### src/rtl/itlb_xlate.sv
module itlb_xlate #(
  parameter int ENTRIES = 8,
  parameter int ASN_W   = 8,
  parameter int PA_W    = 40,
  parameter int VA_W    = 64,
  parameter int VA_IMPL = 43,
  parameter int PG_SH   = 13
) (
  input  logic                       clk,
  input  logic                       rst_n,
  input  logic                       req_valid,
  input  logic [VA_W-1:0]            req_va,
  input  logic                       req_phys,
  input  logic [1:0]                 cur_mode,
  input  logic [1:0]                 sp_en,
  input  logic [ASN_W-1:0]           cur_asn,
  input  logic                       wr_en,
  input  logic [$clog2(ENTRIES)-1:0] wr_idx,
  input  logic [VA_IMPL-PG_SH-1:0]   wr_vpn,
  input  logic [ASN_W-1:0]           wr_asn,
  input  logic [PA_W-PG_SH-1:0]      wr_pfn,
  input  logic [3:0]                 wr_xre,
  output logic                       rsp_valid,
  output logic [PA_W-1:0]            rsp_pa,
  output logic [1:0]                 rsp_fault,
  output logic                       ev_hit,
  output logic                       ev_miss,
  output logic                       ev_acv
);
  localparam int VPN_W = VA_IMPL - PG_SH;
  localparam int PFN_W = PA_W - PG_SH;
  localparam logic [1:0] F_NONE = 2'd0;
  localparam logic [1:0] F_ACV  = 2'd1;
  localparam logic [1:0] F_MISS = 2'd2;

  logic [ENTRIES-1:0] ent_v;
  logic [VPN_W-1:0]   ent_vpn [ENTRIES];
  logic [ASN_W-1:0]   ent_asn [ENTRIES];
  logic [PFN_W-1:0]   ent_pfn [ENTRIES];
  logic [3:0]         ent_xre [ENTRIES];

  always_ff @(posedge clk) begin
    if (!rst_n) ent_v <= '0;
    else if (wr_en) ent_v[wr_idx] <= 1'b1;
  end

  always_ff @(posedge clk) begin
    if (wr_en) begin
      ent_vpn[wr_idx] <= wr_vpn;
      ent_asn[wr_idx] <= wr_asn;
      ent_pfn[wr_idx] <= wr_pfn;
      ent_xre[wr_idx] <= wr_xre;
    end
  end

  logic [VPN_W-1:0]   va_vpn;
  logic [ENTRIES-1:0] match;
  assign va_vpn = req_va[VA_IMPL-1:PG_SH];

  for (genvar g = 0; g < ENTRIES; g++) begin : g_cmp
    assign match[g] = ent_v[g] && ent_vpn[g] == va_vpn && ent_asn[g] == cur_asn;
  end

  logic             hit;
  logic [PFN_W-1:0] sel_pfn;
  logic [3:0]       sel_xre;

  always_comb begin
    hit = 1'b0;
    sel_pfn = '0;
    sel_xre = '0;
    for (int i = ENTRIES - 1; i >= 0; i--) begin
      if (match[i]) begin
        hit = 1'b1;
        sel_pfn = ent_pfn[i];
        sel_xre = ent_xre[i];
      end
    end
  end

  logic va_ok, in_window, allowed;
  assign va_ok     = (&req_va[VA_W-1:VA_IMPL-1]) | ~(|req_va[VA_W-1:VA_IMPL-1]);
  assign in_window = sp_en[1] && req_va[VA_IMPL-1:VA_IMPL-2] == 2'b10;
  assign allowed   = sel_xre[cur_mode];

  logic            unused_ok;
  assign unused_ok = sp_en[0];

  logic [1:0]      nx_fault;
  logic [PA_W-1:0] nx_pa;
  logic            nx_hit;

  always_comb begin
    nx_fault = F_NONE;
    nx_pa = '0;
    nx_hit = 1'b0;
    if (req_phys) nx_pa = req_va[PA_W-1:0];
    else if (!va_ok) nx_fault = F_ACV;
    else if (in_window) begin
      if (cur_mode != 2'd0) nx_fault = F_ACV;
      else nx_pa = req_va[PA_W-1:0];
    end
    else if (!hit) nx_fault = F_MISS;
    else if (!allowed) nx_fault = F_ACV;
    else begin
      nx_pa = {sel_pfn, req_va[PG_SH-1:2], 2'b00};
      nx_hit = 1'b1;
    end
  end

  always_ff @(posedge clk) begin
    if (!rst_n) begin
      rsp_valid <= 1'b0;
      rsp_pa    <= '0;
      rsp_fault <= F_NONE;
      ev_hit    <= 1'b0;
      ev_miss   <= 1'b0;
      ev_acv    <= 1'b0;
    end else begin
      rsp_valid <= req_valid;
      ev_hit    <= req_valid && nx_hit;
      ev_miss   <= req_valid && nx_fault == F_MISS;
      ev_acv    <= req_valid && nx_fault == F_ACV;
      if (req_valid) begin
        rsp_pa    <= nx_pa;
        rsp_fault <= nx_fault;
      end
    end
  end
endmodule


### config.mk
export PLATFORM = sky130hd
export DESIGN_NAME = itlb_xlate
export DESIGN_NICKNAME = d
export VERILOG_FILES = /design/src/rtl/itlb_xlate.sv
export SDC_FILE = /design/constraint.sdc
export NUM_CORES = 1
export LEC_CHECK = 0
export BUFFER_PORTS_ARGS = -buffer_cell sky130_fd_sc_hd__buf_4
export CORE_MARGIN = 2
export CORE_UTILIZATION = 35
export CTS_CLUSTER_DIAMETER = 120
export CTS_CLUSTER_SIZE = 8
export DETAILED_ROUTE_END_ITERATION = 6
export GPL_TIMING_DRIVEN = 1
export PLACE_DENSITY_LB_ADDON = 0.3
export SLEW_MARGIN = 20
export SYNTH_ARGS = -nofsm -noshare
export SYNTH_HDL_FRONTEND = slang
export SYNTH_SLANG_ARGS = --single-unit
### constraint.sdc
create_clock -name clk -period 12 [get_ports clk]
set_input_delay 2.4 -clock clk [delete_from_list [all_inputs] [get_ports clk]]
set_output_delay 2.4 -clock clk [all_outputs]
set_load 0.005 [all_outputs]
Yosys cells after proc, flatten, opt, wreduce, memory -nomap -nowiden
Memory sizes are Yosys's and may differ from the RTL's.
Cells that the tools add are included.
{"block": "classes", "n_eq_ne": 19, "bitwise": 3, "n_lt_le_gt_ge": 3, "n_div": 0, "n_addsub": 0, "shifts": 0, "muxes": 47, "reduce_logical": 24, "multipliers": 0}
{"operator": "30-bit == test", "n": 8}
{"operator": "40-bit two-way mux", "n": 6}
{"operator": "27-bit two-way mux", "n": 8}
{"operator": "8-bit == test", "n": 8}
{"operator": "4-bit two-way mux", "n": 8}
{"operator": "22-bit AND reduction", "n": 1}
{"operator": "22-bit OR reduction", "n": 1}
{"operator": "1-bit logical AND", "n": 21}
{"operator": "1-bit two-way mux", "n": 19}
{"operator": "2-bit two-way mux", "n": 4}
{"operator": "8-bit OR", "n": 1}
{"operator": "2-bit == test (second input constant)", "n": 2}
{"operator": "3-bit by 4-bit < comparator with 1-bit output (second input constant)", "n": 1}
{"operator": "1-bit demux with 3-bit select", "n": 1}
{"operator": "3-bit by 1-bit >= comparator with 1-bit output (second input constant)", "n": 1}
{"operator": "2-bit by 3-bit < comparator with 1-bit output (second input constant)", "n": 1}
{"operator": "1-bit binary-select mux with 2-bit select", "n": 1}
{"operator": "2-bit by 1-bit == test with 1-bit output (second input constant)", "n": 1}
{"operator": "2-bit nonzero test", "n": 1}
{"operator": "1-bit NOT", "n": 1}
{"operator": "1-bit OR", "n": 1}
{"block": "totals", "memories": 4, "latchBits": 0, "register_bits": 54, "word_cells": 107, "inputBits": 153, "romBits": 0, "ramBits": 552}
{"memory": "ent_vpn", "words": 8, "width": 30, "read_ports": 8, "rd_ports_with_merged_regs": 0, "wr": 1, "line": "37", "rtl": "logic [VPN_W-1:0] ent_vpn [ENTRIES];"}
{"memory": "ent_pfn", "words": 8, "width": 27, "read_ports": 8, "rd_ports_with_merged_regs": 0, "wr": 1, "line": "39", "rtl": "logic [PFN_W-1:0] ent_pfn [ENTRIES];"}
{"memory": "ent_asn", "words": 8, "width": 8, "read_ports": 8, "rd_ports_with_merged_regs": 0, "wr": 1, "line": "38", "rtl": "logic [ASN_W-1:0] ent_asn [ENTRIES];"}
{"memory": "ent_xre", "words": 8, "width": 4, "read_ports": 8, "rd_ports_with_merged_regs": 0, "wr": 1, "line": "40", "rtl": "logic [3:0] ent_xre [ENTRIES];"}

Longest topological paths before layout
Gate-level depths: netlist (run 1).
An unclocked memory read counts as a cell.
{"block": "depth", "ltp_word": 21, "depth_mapped": 14, "depth_no_buf": 10}

Worst setup path after synthesis (run 1)
OpenSTA, ideal clock, no wires.
{"block": "synth_timing", "path_type": "input to register", "startpoint": "input port wr_idx[0]", "endpoint": "memory ent_asn[0][0] (enable)", "arrival_ns": 7.315, "path_stages": 2, "t_required_ns": 11.416, "slack_ns": 4.101, "setup_ns": 0.584, "cell_sequence": "nand2b_1 nor3_1"}
{"item": "from (decl)", "line": "18", "rtl": "input logic [$clog2(ENTRIES)-1:0] wr_idx,"}
{"item": "to (decl)", "line": "38"}
Straight into the memory's write port.

Worst setup path after layout (run 1)
{"block": "layout_timing", "startpoint": "input port req_va[27]", "endpoint": "register rsp_pa[18]"}
{"block": "layout_via", "elab_chain_len": 18}
{"item": "from (decl)", "line": "12", "rtl": "input logic [VA_W-1:0] req_va,"}
{"item": "30-bit == test", "line": "61", "rtl": "assign match[g] = ent_v[g] && ent_vpn[g] == va_vpn && ent_asn[g] == cur_asn;"}
{"item": "1-bit logical AND (2 in series)", "line": "61"}
{"item": "4-bit two-way mux (8 in series)", "line": "73", "rtl": "if (match[i]) begin"}
{"item": "1-bit binary-select mux with 2-bit select", "line": "84", "rtl": "assign allowed = sel_xre[cur_mode];"}
{"item": "1-bit two-way mux (implied by the code)", "line": "84"}
{"item": "40-bit two-way mux", "line": "104", "rtl": "else if (!allowed) nx_fault = F_ACV;"}
{"item": "40-bit two-way mux *", "line": "103", "rtl": "else if (!hit) nx_fault = F_MISS;"}
{"item": "40-bit two-way mux *", "line": "99", "rtl": "else if (in_window) begin"}
{"item": "40-bit two-way mux *", "line": "98", "rtl": "else if (!va_ok) nx_fault = F_ACV;"}
{"item": "40-bit two-way mux *", "line": "97", "rtl": "if (req_phys) nx_pa = req_va[PA_W-1:0];"}
{"item": "to (signal assigned)", "line": "125", "rtl": "rsp_pa <= nx_pa;"}
{"item": "to (decl)", "line": "24", "rtl": "output logic [PA_W-1:0] rsp_pa,"}
Every way passes the cells marked *; elsewhere a longest branch is shown, timed or not. The select of a mux whose other input is x is not followed.
A chain may end at the register's enable or synchronous reset.

==> flow_metrics.env, run 1 <==
export IMPL_fp_row_count=97
export IMPL_cts_resized=0
export IMPL_worstHoldStart="rsp_fault[1]$_SDFFE_PN0P_"
export IMPL_grt_pass1_vias=15531
export IMPL_cp_arrival_ps=6820
export IMPL_max_cap_viol_count=0
export IMPL_timing_worst_setup_path_type="in -> reg"
export IMPL_required_ps=12560
export IMPL_cts_buffers_inserted=85
export IMPL_netlist_top_cells_count="edfxtp_1, xnor2_1, nor2_1"
export IMPL_synth_distinct_cells=58
export IMPL_clk_pin_slew_worst_paths_ps=50
export IMPL_wire_per_inst_um=26.6
export IMPL_finClkSkew_ps=28.0
export IMPL_io_buffers=197
export IMPL_ir_drop_v=0.000101
export IMPL_yosysTopAreaCellShare=0.668
export IMPL_min_period_over_period=0.522
export IMPL_synth_seq_cells=606
export IMPL_yosys_most_used_dff="edfxtp_1"
export IMPL_yosysWarnings=0
export IMPL_clk_latency_ps=630
export IMPL_reg2reg_from="ent_vpn[0][0]$_DFFE_PP_"
export IMPL_cts_root_buf="clkbuf_16"
export IMPL_syn_inst=1728
export IMPL_synth_area_um2=24800
export IMPL_start_kind="primary input"
export IMPL_synth_edf_count=552
export IMPL_hold_buffers=0
export IMPL_synth_xor_area_frac=0.104
export IMPL_antenna_left=0
export IMPL_gp_congestion=0.878
export IMPL_async_flop_share=0
export IMPL_firstDrtPassIters=5
export IMPL_critPathCaptureType="register"
export IMPL_synth_compound_area_frac=0.0792
export IMPL_cts_tree="yes"
export IMPL_pin_count=199
export IMPL_outcome="completed"
export IMPL_antenna_found_initial=5
export IMPL_synth_most_common_cell="edfxtp_1"
export IMPL_start_util=0.354
export IMPL_critical_path_peak_fanout=30
export IMPL_setup_tns_final_ps=0
export IMPL_slew_headroom=0.236
export IMPL_synth_fa_ha_area_frac=0
export IMPL_detail_route_wirelength_um=78700
export IMPL_cts_setup_buffers=0
export IMPL_syn_nets=1881
export IMPL_drc=0
export IMPL_ys_seq_area_frac=0.712
export IMPL_hold_path_class="reg -> reg"
export IMPL_fill_cells=6408
export IMPL_clock_sinks=606
export IMPL_hold_viol=0
export IMPL_drt_iter0_markers=1800
export IMPL_tightest_slew_ps=1140
export IMPL_htreeDepth=3
export IMPL_grt_max_degree=64
export IMPL_startpoint="req_va[27]"
export IMPL_grt_overflow_total=0
export IMPL_area_growth_pct=20.4
export IMPL_synth_top_area_cell="edfxtp_1"
export IMPL_fp_dieW_um=270
export IMPL_avgSynthCellArea_um2=14.4
export IMPL_vias_per_cell=5.37
export IMPL_vias=15849
export IMPL_period_minus_slack_ps=6270
export IMPL_power_density_nw_per_um2=165
export IMPL_final_max_slew_viol_count=0
export IMPL_grt_setup_unrepaired="no"
export IMPL_leakage_nw=9.90
export IMPL_core_area_um2=70100
export IMPL_track_usage=0.212
export IMPL_drive_gt1_frac=0.168
export IMPL_synthSimpleGateAreaFrac=0.0873
export IMPL_synthTopCellsByArea="edfxtp_1, xnor2_1, dfxtp_1"
export IMPL_fmax_mhz=160
export IMPL_chipHeight_um=270
export IMPL_synthMuxAreaShare=0.000857
export IMPL_dp_hpwl_um=49300
export IMPL_setup_viol=0
export IMPL_die_area_um2=73000
export IMPL_grt_pass1_wl_um=111000
export IMPL_synth_top_family_by_area="XOR/XNOR gates"
export IMPL_final_nets=2097
export IMPL_hold_ws_ps=459
export IMPL_cts_buffer_depth=3
[area by class of cell]
class	count	area [um^2]	area share
multi-input cells	1018	6810	0.228
repair buffers	223	1690	0.0567
clock inverters	3	45.0	0.00151
well taps	940	1180	0.0394
flip-flops and latches	606	17700	0.591
clock buffers	151	2450	0.0820
inverters	10	37.5	0.00126
diodes	3	7.51	0.000251
[per-stage QoR]
step / worst slack, ps / std cells / utilization / area [um^2] / total power [mW]
final: 5730 / 2954 / 0.426 / 29900 / 4.93
after global routing: 5610 / 2952 / 0.426 / 29900 / 5.07
after CTS: 5840 / 2950 / 0.425 / 29800 / 4.97
after detailed placement: 5170 / 2796 / 0.390 / 27300 / 2.73
after global placement: 5250 / 2796 / 0.390 / 27300 / 2.72
after floorplan: 4100 / 1728 / - / 24800 / 2.57
[report_power, final]
part	leakage, nW	switching, mW	internal [mW]
registers	5.45	0.0238	2.38
logic	3.26	0.181	0.105
clock network	1.19	0.878	1.37
total	9.90	1.08	3.85
[cells by family (layout without fill, tap and decap cells)]
group / count (synthesis) / in the layout
AOI/OAI and AO/OA: 302 / 302
xor gates and xnor gates: 294 / 294
buffers and inverters: 104 / 387
DFF: 606 / 606
muxes: 2 / 2
other: 0 / 3
and+or+nand+nor: 420 / 420
[routing by layer]
layer | wire (um) | track usage | vias to the layer above
li1 | - | - | 6920
met1 | 32900 | 0.288 | 8077
met2 | 37800 | 0.349 | 717
met3 | 6000 | 0.0387 | 131
met4 | 2010 | 0.0584 | 4
met5 | 23 | 0 | -
[layout by cell type, fill, tap and decap left out, types with 3 or more instances in the layout]
cell type / Yosys / layout
a211oi_1: 4 / 4
a21o_1: 29 / 29
a21oi_1: 109 / 109
a22o_1: 40 / 40
and2_1: 3 / 3
and3_1: 8 / 8
and3b_1: 3 / 3
buf_4: 0 / 222
clkbuf_1: 73 / 62
clkbuf_16: 0 / 88
dfxtp_1: 54 / 54
diode_2: 0 / 3
edfxtp_1: 552 / 552
inv_1: 9 / 9
nand2_1: 73 / 73
nand2b_1: 13 / 13
nand3_1: 13 / 11
nand3b_1: 4 / 4
nand4_1: 82 / 82
nor2_1: 131 / 124
nor2_4: 0 / 6
nor2b_1: 20 / 19
nor3_1: 7 / 5
nor3b_1: 4 / 4
nor4_1: 37 / 36
nor4b_1: 3 / 3
o21a_1: 8 / 8
o21ai_0: 63 / 63
o31ai_1: 5 / 5
o32ai_1: 27 / 27
or3_1: 4 / 4
or4_1: 4 / 4
xnor2_1: 234 / 234
xor2_1: 60 / 60
[worst paths after layout]
check,depth (start not counted),to,slack [ps]
setup / recovery,11,rsp_pa[18]$_SDFFE_PN0P_,5730
hold / removal,1,rsp_fault[1]$_SDFFE_PN0P_,460
setup reg to reg,10,rsp_pa[18]$_SDFFE_PN0P_,7420
hold reg to reg,1,rsp_fault[1]$_SDFFE_PN0P_,460
[critical path, cell delays in order]
cell and delay, ps:
buf_4 200, xor2_1 220, or3_1 380, nor4_1 870, and3_1 280, buf_4 400, or2_2 760, nor3_1 280
a2111oi_4 370, buf_4 420, a21o_1 170
[state kept, by name (all words and copies together), names as in the netlist]
name and flops:
ent_xre 32, rsp_pa 40, ent_asn 64, rsp_fault 2, ev_hit 1, ev_miss 1, rsp_valid 1, ent_v 8
ent_vpn 240, ev_acv 1, ent_pfn 216
Note: power is estimated with default switching activity, not from simulation.
==> run 2, diff against run 1 <==
--- a/config.mk
+++ b/config.mk
@@ -5,6 +5,7 @@
 export SDC_FILE = /design/constraint.sdc
 export NUM_CORES = 1
 export LEC_CHECK = 0
+export ABC_AREA = 1
 export BUFFER_PORTS_ARGS = -buffer_cell sky130_fd_sc_hd__buf_4
 export CORE_MARGIN = 2
 export CORE_UTILIZATION = 35
==> constraint.sdc (replaced) <==
create_clock -name clk -period 5.15 [get_ports clk]
set_input_delay 1.03 -clock clk [delete_from_list [all_inputs] [get_ports clk]]
set_output_delay 1.03 -clock clk [all_outputs]
set_load 0.005 [all_outputs]
==> run 2 against run 1 <==
- die area increased by 8.9%
- sequential cell count unchanged
- critical path depth increased by 15
- clock power increased by 130%
- critical path type unchanged
- non-clock buffer count increased by 16
- largest power group unchanged
- final area increased by 7.3%
- sequential share of layout area decreased by 4.0 points
- clock skew decreased by 3.0 ps
==> flow_metrics.env, run 2 <==
export IMPL_final_max_slew_viol_count=0
export IMPL_drive_gt1_frac=0.149
export IMPL_core_area_um2=76200
export IMPL_firstDrtPassIters=5
export IMPL_grt_overflow_total=0
export IMPL_pin_count=199
export IMPL_antenna_found_initial=8
export IMPL_finClkSkew_ps=25.1
export IMPL_sequentialPowerShare=0.484
export IMPL_critPathCaptureType="register"
export IMPL_tightest_slew_ps=848
export IMPL_clk_latency_ps=640
export IMPL_final_cell_mix="nand2_1, edfxtp_1, nor2_1"
export IMPL_wire_per_inst_um=22.3
export IMPL_synth_edf_count=552
export IMPL_setup_viol=0
export IMPL_grt_max_degree=71
export IMPL_max_cap_viol_count=0
export IMPL_switching_share=0.233
export IMPL_antenna_left=0
export IMPL_outcome="completed"
export IMPL_synth_most_common_cell="nand2_1"
export IMPL_area_growth_pct=18.5
export IMPL_top_regs="ent_vpn (240), ent_pfn (216), ent_asn (64)"
export IMPL_slew_headroom=0.431
export IMPL_drc=0
export IMPL_grt_pass1_wl_um=128000
export IMPL_setup_tns_final_ps=0
export IMPL_power_frac_comb=0.065
export IMPL_period_minus_slack_ps=4200
export IMPL_leakage_nw=12.9
export IMPL_cp_arrival_ps=4720
export IMPL_io_buffers=197
export IMPL_grt_pass1_vias=18733
export IMPL_start_util=0.355
export IMPL_timing_worst_setup_path_type="in -> reg"
export IMPL_die_area_um2=79500
export IMPL_ys_seq_area_frac=0.653
export IMPL_largest_reg_flops=240
export IMPL_vias=20246
export IMPL_hold_path_class="reg -> reg"
export IMPL_chipHeight_um=282
export IMPL_clock_sinks=606
export IMPL_cts_buffers_inserted=85
export IMPL_avgSynthCellArea_um2=10.0
export IMPL_power_density_nw_per_um2=361
export IMPL_cts_resized=0
export IMPL_start_kind="primary input"
export IMPL_fill_cells=7283
export IMPL_synthTopCellsByArea="edfxtp_1, nand2_1, dfxtp_1"
export IMPL_synth_top_area_cell="edfxtp_1"
export IMPL_min_period_over_period=0.816
export IMPL_syn_inst=2706
export IMPL_synth_seq_cells=606
export IMPL_p_switching_mw=2.69
export IMPL_hold_buffers=0
export IMPL_yosysWarnings=0
export IMPL_largest_register="ent_vpn"
export IMPL_gp_congestion=0.927
export IMPL_cts_root_buf="clkbuf_16"
export IMPL_power_internal_mw=8.89
export IMPL_drt_iter0_markers=2363
export IMPL_cts_tree="yes"
export IMPL_dp_hpwl_um=61100
export IMPL_critical_path_peak_fanout=14
export IMPL_fin_area_um2=32100
export IMPL_fmax_mhz=238
export IMPL_clk_pin_slew_worst_paths_ps=50
export IMPL_final_util=0.421
export IMPL_syn_nets=2859
export IMPL_required_ps=5660
export IMPL_synth_area_um2=27000
export IMPL_cts_buffer_depth=3
export IMPL_fp_row_count=101
export IMPL_cts_setup_buffers=0
export IMPL_clockPowerShare=0.450
export IMPL_hold_viol=0
export IMPL_synth_distinct_cells=39
export IMPL_async_flop_share=0
export IMPL_vias_per_cell=5.04
export IMPL_final_common_cell="nand2_1"
export IMPL_netlist_top_cells_count="nand2_1, edfxtp_1, nor2_1"
export IMPL_ir_drop_v=0.000222
export IMPL_yosysTopAreaCellShare=0.613
export IMPL_yosys_most_used_dff="edfxtp_1"
export IMPL_grt_setup_unrepaired="no"
export IMPL_dpl_instance_area_um2=29600
export IMPL_detail_route_wirelength_um=89700
export IMPL_fp_dieW_um=282
export IMPL_htreeDepth=3
export IMPL_final_nets=3073
export IMPL_track_usage=0.226
-- run 2: changes by cell type after synthesis, moves of 35 or more --
cell and delta:
inv_2 +35, xnor2_1 -195, nor2_1 +144, nand3_1 +49
nand2_1 +894, a22o_1 -36, inv_1 +171, clkbuf_1 -52
-- run 2: routing by layer --
metal | part of all wire | GRT usage | wire length, um
met5 | 0.00044 | 0 | 39
met4 | 0.027 | 0.0738 | 2460
met2 | 0.44 | 0.347 | 39800
met3 | 0.11 | 0.0599 | 10200
met1 | 0.41 | 0.310 | 37200
-- run 2: critical path, stage by stage --
cell,delay [ps]
buf_4,120
inv_2,170
nand2_1,100
nand2_1,70
nor2_1,120
nand2_1,70
nor2_1,390
nand3b_1,350
nor2_2,590
inv_2,150
nor2_1,120
nor2_1,50
nand2_1,80
nand2_1,50
nand2_1,70
nand2_1,50
nand2_1,50
nand2_1,60
nand2_1,80
nand2_2,180
nand2_1,180
nand2_1,60
nand3_1,70
nand2_1,250
nand2_1,150
nand2_1,50
-- run 2: power groups by stage --
stage	Sequential, mW	Combinational, mW	Clock [mW]
after global placement	5.70	0.740	0
after detailed placement	5.70	0.745	0
after floorplan	5.70	0.343	0
final	5.61	0.756	5.21
after global routing	5.62	0.808	5.48
after CTS	5.61	0.747	5.27
-- run 2: metrics by stage --
stage | setup slack (ps) | hold slack (ps) | power (mW) | std cells
2_1_floorplan | 526 | 434 | 6.04 | 2706
3_3_place_gp | 424 | 438 | 6.44 | 3863
3_5_place_dp | 444 | 440 | 6.45 | 3863
4_1_cts | 1040 | 451 | 11.6 | 4012
5_1_grt | 723 | 478 | 11.9 | 4013
6_report | 945 | 448 | 11.6 | 4015
-- run 2: worst paths after layout --
check                      startpoint                 endpoint  slack [ps]  cells after the start
max                        cur_asn[7]  rsp_pa[10]$_SDFFE_PN0P_         950                     26
min           rsp_pa[10]$_SDFFE_PN0P_  rsp_pa[10]$_SDFFE_PN0P_         450                      2
max reg2reg  ent_vpn[5][14]$_DFFE_PP_  rsp_pa[10]$_SDFFE_PN0P_        1180                     24
min reg2reg   rsp_pa[10]$_SDFFE_PN0P_  rsp_pa[10]$_SDFFE_PN0P_         450                      2
-- run 2: cell families after synthesis --
kind of cell / share of synthesized area
AO/OA/AOI/OAI: 0.0546
XOR/XNOR: 0.0233
buffers and inverters: 0.0548
flip-flops: 0.653
AND/OR/NAND/NOR: 0.214
-- run 2: final cells by class --
type                       count  area (um^2)  area share
antenna                        3         7.51    0.000234
clock buffer                 142         2360      0.0737
clock inverter                 7          105     0.00328
inverter                     217          815      0.0254
multi-input combinational   1771         7990       0.249
sequential                   606        17700       0.551
tap                         1030         1290      0.0402
timing repair buffer         239         1840      0.0575
==> run 3, diff against run 2 <==
==> constraint.sdc (replaced) <==
create_clock -name clk -period 4.4 [get_ports clk]
set_input_delay 0.88 -clock clk [delete_from_list [all_inputs] [get_ports clk]]
set_output_delay 0.88 -clock clk [all_outputs]
set_load 0.005 [all_outputs]
==> run 3 against run 2 <==
- sequential share of layout area fell by 0.52 points
- non-clock buffer count up 28
- final area is 0.96% higher
- clock skew increased by 4.2 ps
- sequential cell count unchanged
- first-iteration DRC count fell by 8.1%
- routed wire length down 0.43%
- final cell count is 0.52% higher
- clock power rose by 17%
- combinational power is 19% higher
- critical endpoint unchanged
- largest cell class unchanged
==> flow_metrics.env, run 3 (same netlist as run 2, synthesis figures left out) <==
export IMPL_outcome="completed"
export IMPL_max_cap_viol_count=0
export IMPL_final_max_slew_viol_count=0
export IMPL_vias_per_cell=5.00
export IMPL_clk_latency_ps=640
export IMPL_tightest_slew_ps=905
export IMPL_period_minus_slack_ps=3620
export IMPL_wire_per_inst_um=22.1
export IMPL_largest_reg_flops=240
export IMPL_fp_dieW_um=282
export IMPL_top_regs="ent_vpn (240), ent_pfn (216), ent_asn (64)"
export IMPL_die_area_um2=79500
export IMPL_final_nets=3101
export IMPL_finClkSkew_ps=29.3
export IMPL_pin_count=199
export IMPL_ir_drop_v=0.000267
export IMPL_cts_setup_buffers=0
export IMPL_gr_usage_met3=0.0620
export IMPL_clk_pin_slew_worst_paths_ps=50
export IMPL_setup_tns_final_ps=0
export IMPL_rrSetupSlack_ps=1060
export IMPL_cp_arrival_ps=4200
export IMPL_cts_resized=0
export IMPL_vias=20187
export IMPL_area_growth_pct=19.7
export IMPL_leakage_nw=13.0
export IMPL_fill_cells=7306
export IMPL_fmax_mhz=276
export IMPL_chipHeight_um=282
export IMPL_final_common_cell="nand2_1"
export IMPL_firstDrtPassIters=5
export IMPL_timing_worst_setup_path_type="in -> reg"
export IMPL_largest_register="ent_vpn"
export IMPL_dp_hpwl_um=62000
export IMPL_grt_setup_unrepaired="no"
export IMPL_htreeDepth=3
export IMPL_cts_buffers_inserted=85
export IMPL_required_ps=4980
export IMPL_grtUsageMet2=0.354
export IMPL_final_util=0.425
export IMPL_setup_viol=0
export IMPL_top_usage_layer="met2"
export IMPL_hold_ws_ps=452
export IMPL_start_kind="primary input"
export IMPL_cts_root_buf="clkbuf_16"
export IMPL_power_density_nw_per_um2=420
export IMPL_io_buffers=197
export IMPL_fp_row_count=101
export IMPL_start_util=0.355
export IMPL_grt_max_degree=71
export IMPL_hold_buffers=0
export IMPL_drt_iter0_markers=2172
export IMPL_antenna_found_initial=5
export IMPL_grt_pass1_wl_um=128000
export IMPL_grt_pass1_vias=19241
export IMPL_hold_viol=0
export IMPL_slew_headroom=0.395
export IMPL_clock_sinks=606
export IMPL_use_met1=0.293
export IMPL_gp_congestion=0.944
export IMPL_cts_tree="yes"
export IMPL_antenna_left=0
export IMPL_cts_buffer_depth=3
export IMPL_drc=0
export IMPL_power_mw=13.6
export IMPL_hold_path_class="reg -> reg"
export IMPL_detail_route_wirelength_um=89300
export IMPL_seq_area_um2=17700
export IMPL_multi_input_area_um2=7980
export IMPL_final_cell_mix="nand2_1, edfxtp_1, nor2_1"
export IMPL_critPathCaptureType="register"
export IMPL_grt_overflow_total=0
export IMPL_final_cells=4036
export IMPL_track_usage=0.223
export IMPL_drive_gt1_frac=0.157
export IMPL_dp_cells=3891
export IMPL_core_area_um2=76200
export IMPL_min_period_over_period=0.823
export IMPL_critical_path_peak_fanout=12
==> run 3: layout make-up <==
class	count	share of cell area
sequential	606	0.545
multi-input combinational	1771	0.247
clock buffer	136	0.0716
timing repair buffer	267	0.0666
tap	1030	0.0398
inverter	217	0.0252
clock inverter	8	0.00472
antenna	1	0.0000773
==> run 3: per-stage QoR <==
| stage | setup WS, ps | instance area (um^2) |
|---|---|---|
| finish | 777 | 32400 |
| global route | 580 | 32400 |
| CTS | 817 | 32400 |
| detailed placement | 154 | 29900 |
| global placement | 165 | 29900 |
| floorplan | -65.1 | 27100 |
==> run 3: worst max-delay path, cell delays in order <==
cell and delay [ps]:
buf_4 170, inv_2 100, buf_4 190, nand2_1 60, nand4_1 230, nor3_1 240, nand2_1 160, nor2_1 210
buf_4 200, nand3_2 180, buf_4 250, nand2_1 70, nor2_1 40, nor2_1 110, nand2_1 60, nand2_1 70
nand2_1 50, nand2_1 50, nand2_1 60, nand2_2 130, nand2_1 150, nand2_1 90, nand3_1 70, nand2_1 110
buf_12 140, nand2_1 50, nand2_1 60
==> run 3: worst paths after layout <==
path,to,cells past startpoint,start
setup / recovery,rsp_pa[10]$_SDFFE_PN0P_,27,req_va[34]
hold / removal,rsp_pa[3]$_SDFFE_PN0P_,2,rsp_pa[3]$_SDFFE_PN0P_
setup reg to reg,rsp_pa[10]$_SDFFE_PN0P_,24,ent_asn[2][5]$_DFFE_PP_
hold reg to reg,rsp_pa[3]$_SDFFE_PN0P_,2,rsp_pa[3]$_SDFFE_PN0P_
==> run 3: per-layer routing <==
layer	routed length, um	vias to the layer above	part of all wire
li1	-	9456	-
met1	36100	9642	0.40
met2	40500	957	0.45
met3	9880	124	0.11
met4	2720	8	0.030
met5	47	-	0.00053
==> run 3: power breakdown <==
part           leakage, nW  switching [mW]  total, mW  internal, mW
Sequential            5.46          0.0738       6.57          6.49
Clock                 1.17            2.51       6.12          3.61
Combinational         6.39           0.619      0.902         0.283
Total                 13.0            3.20       13.6          10.4
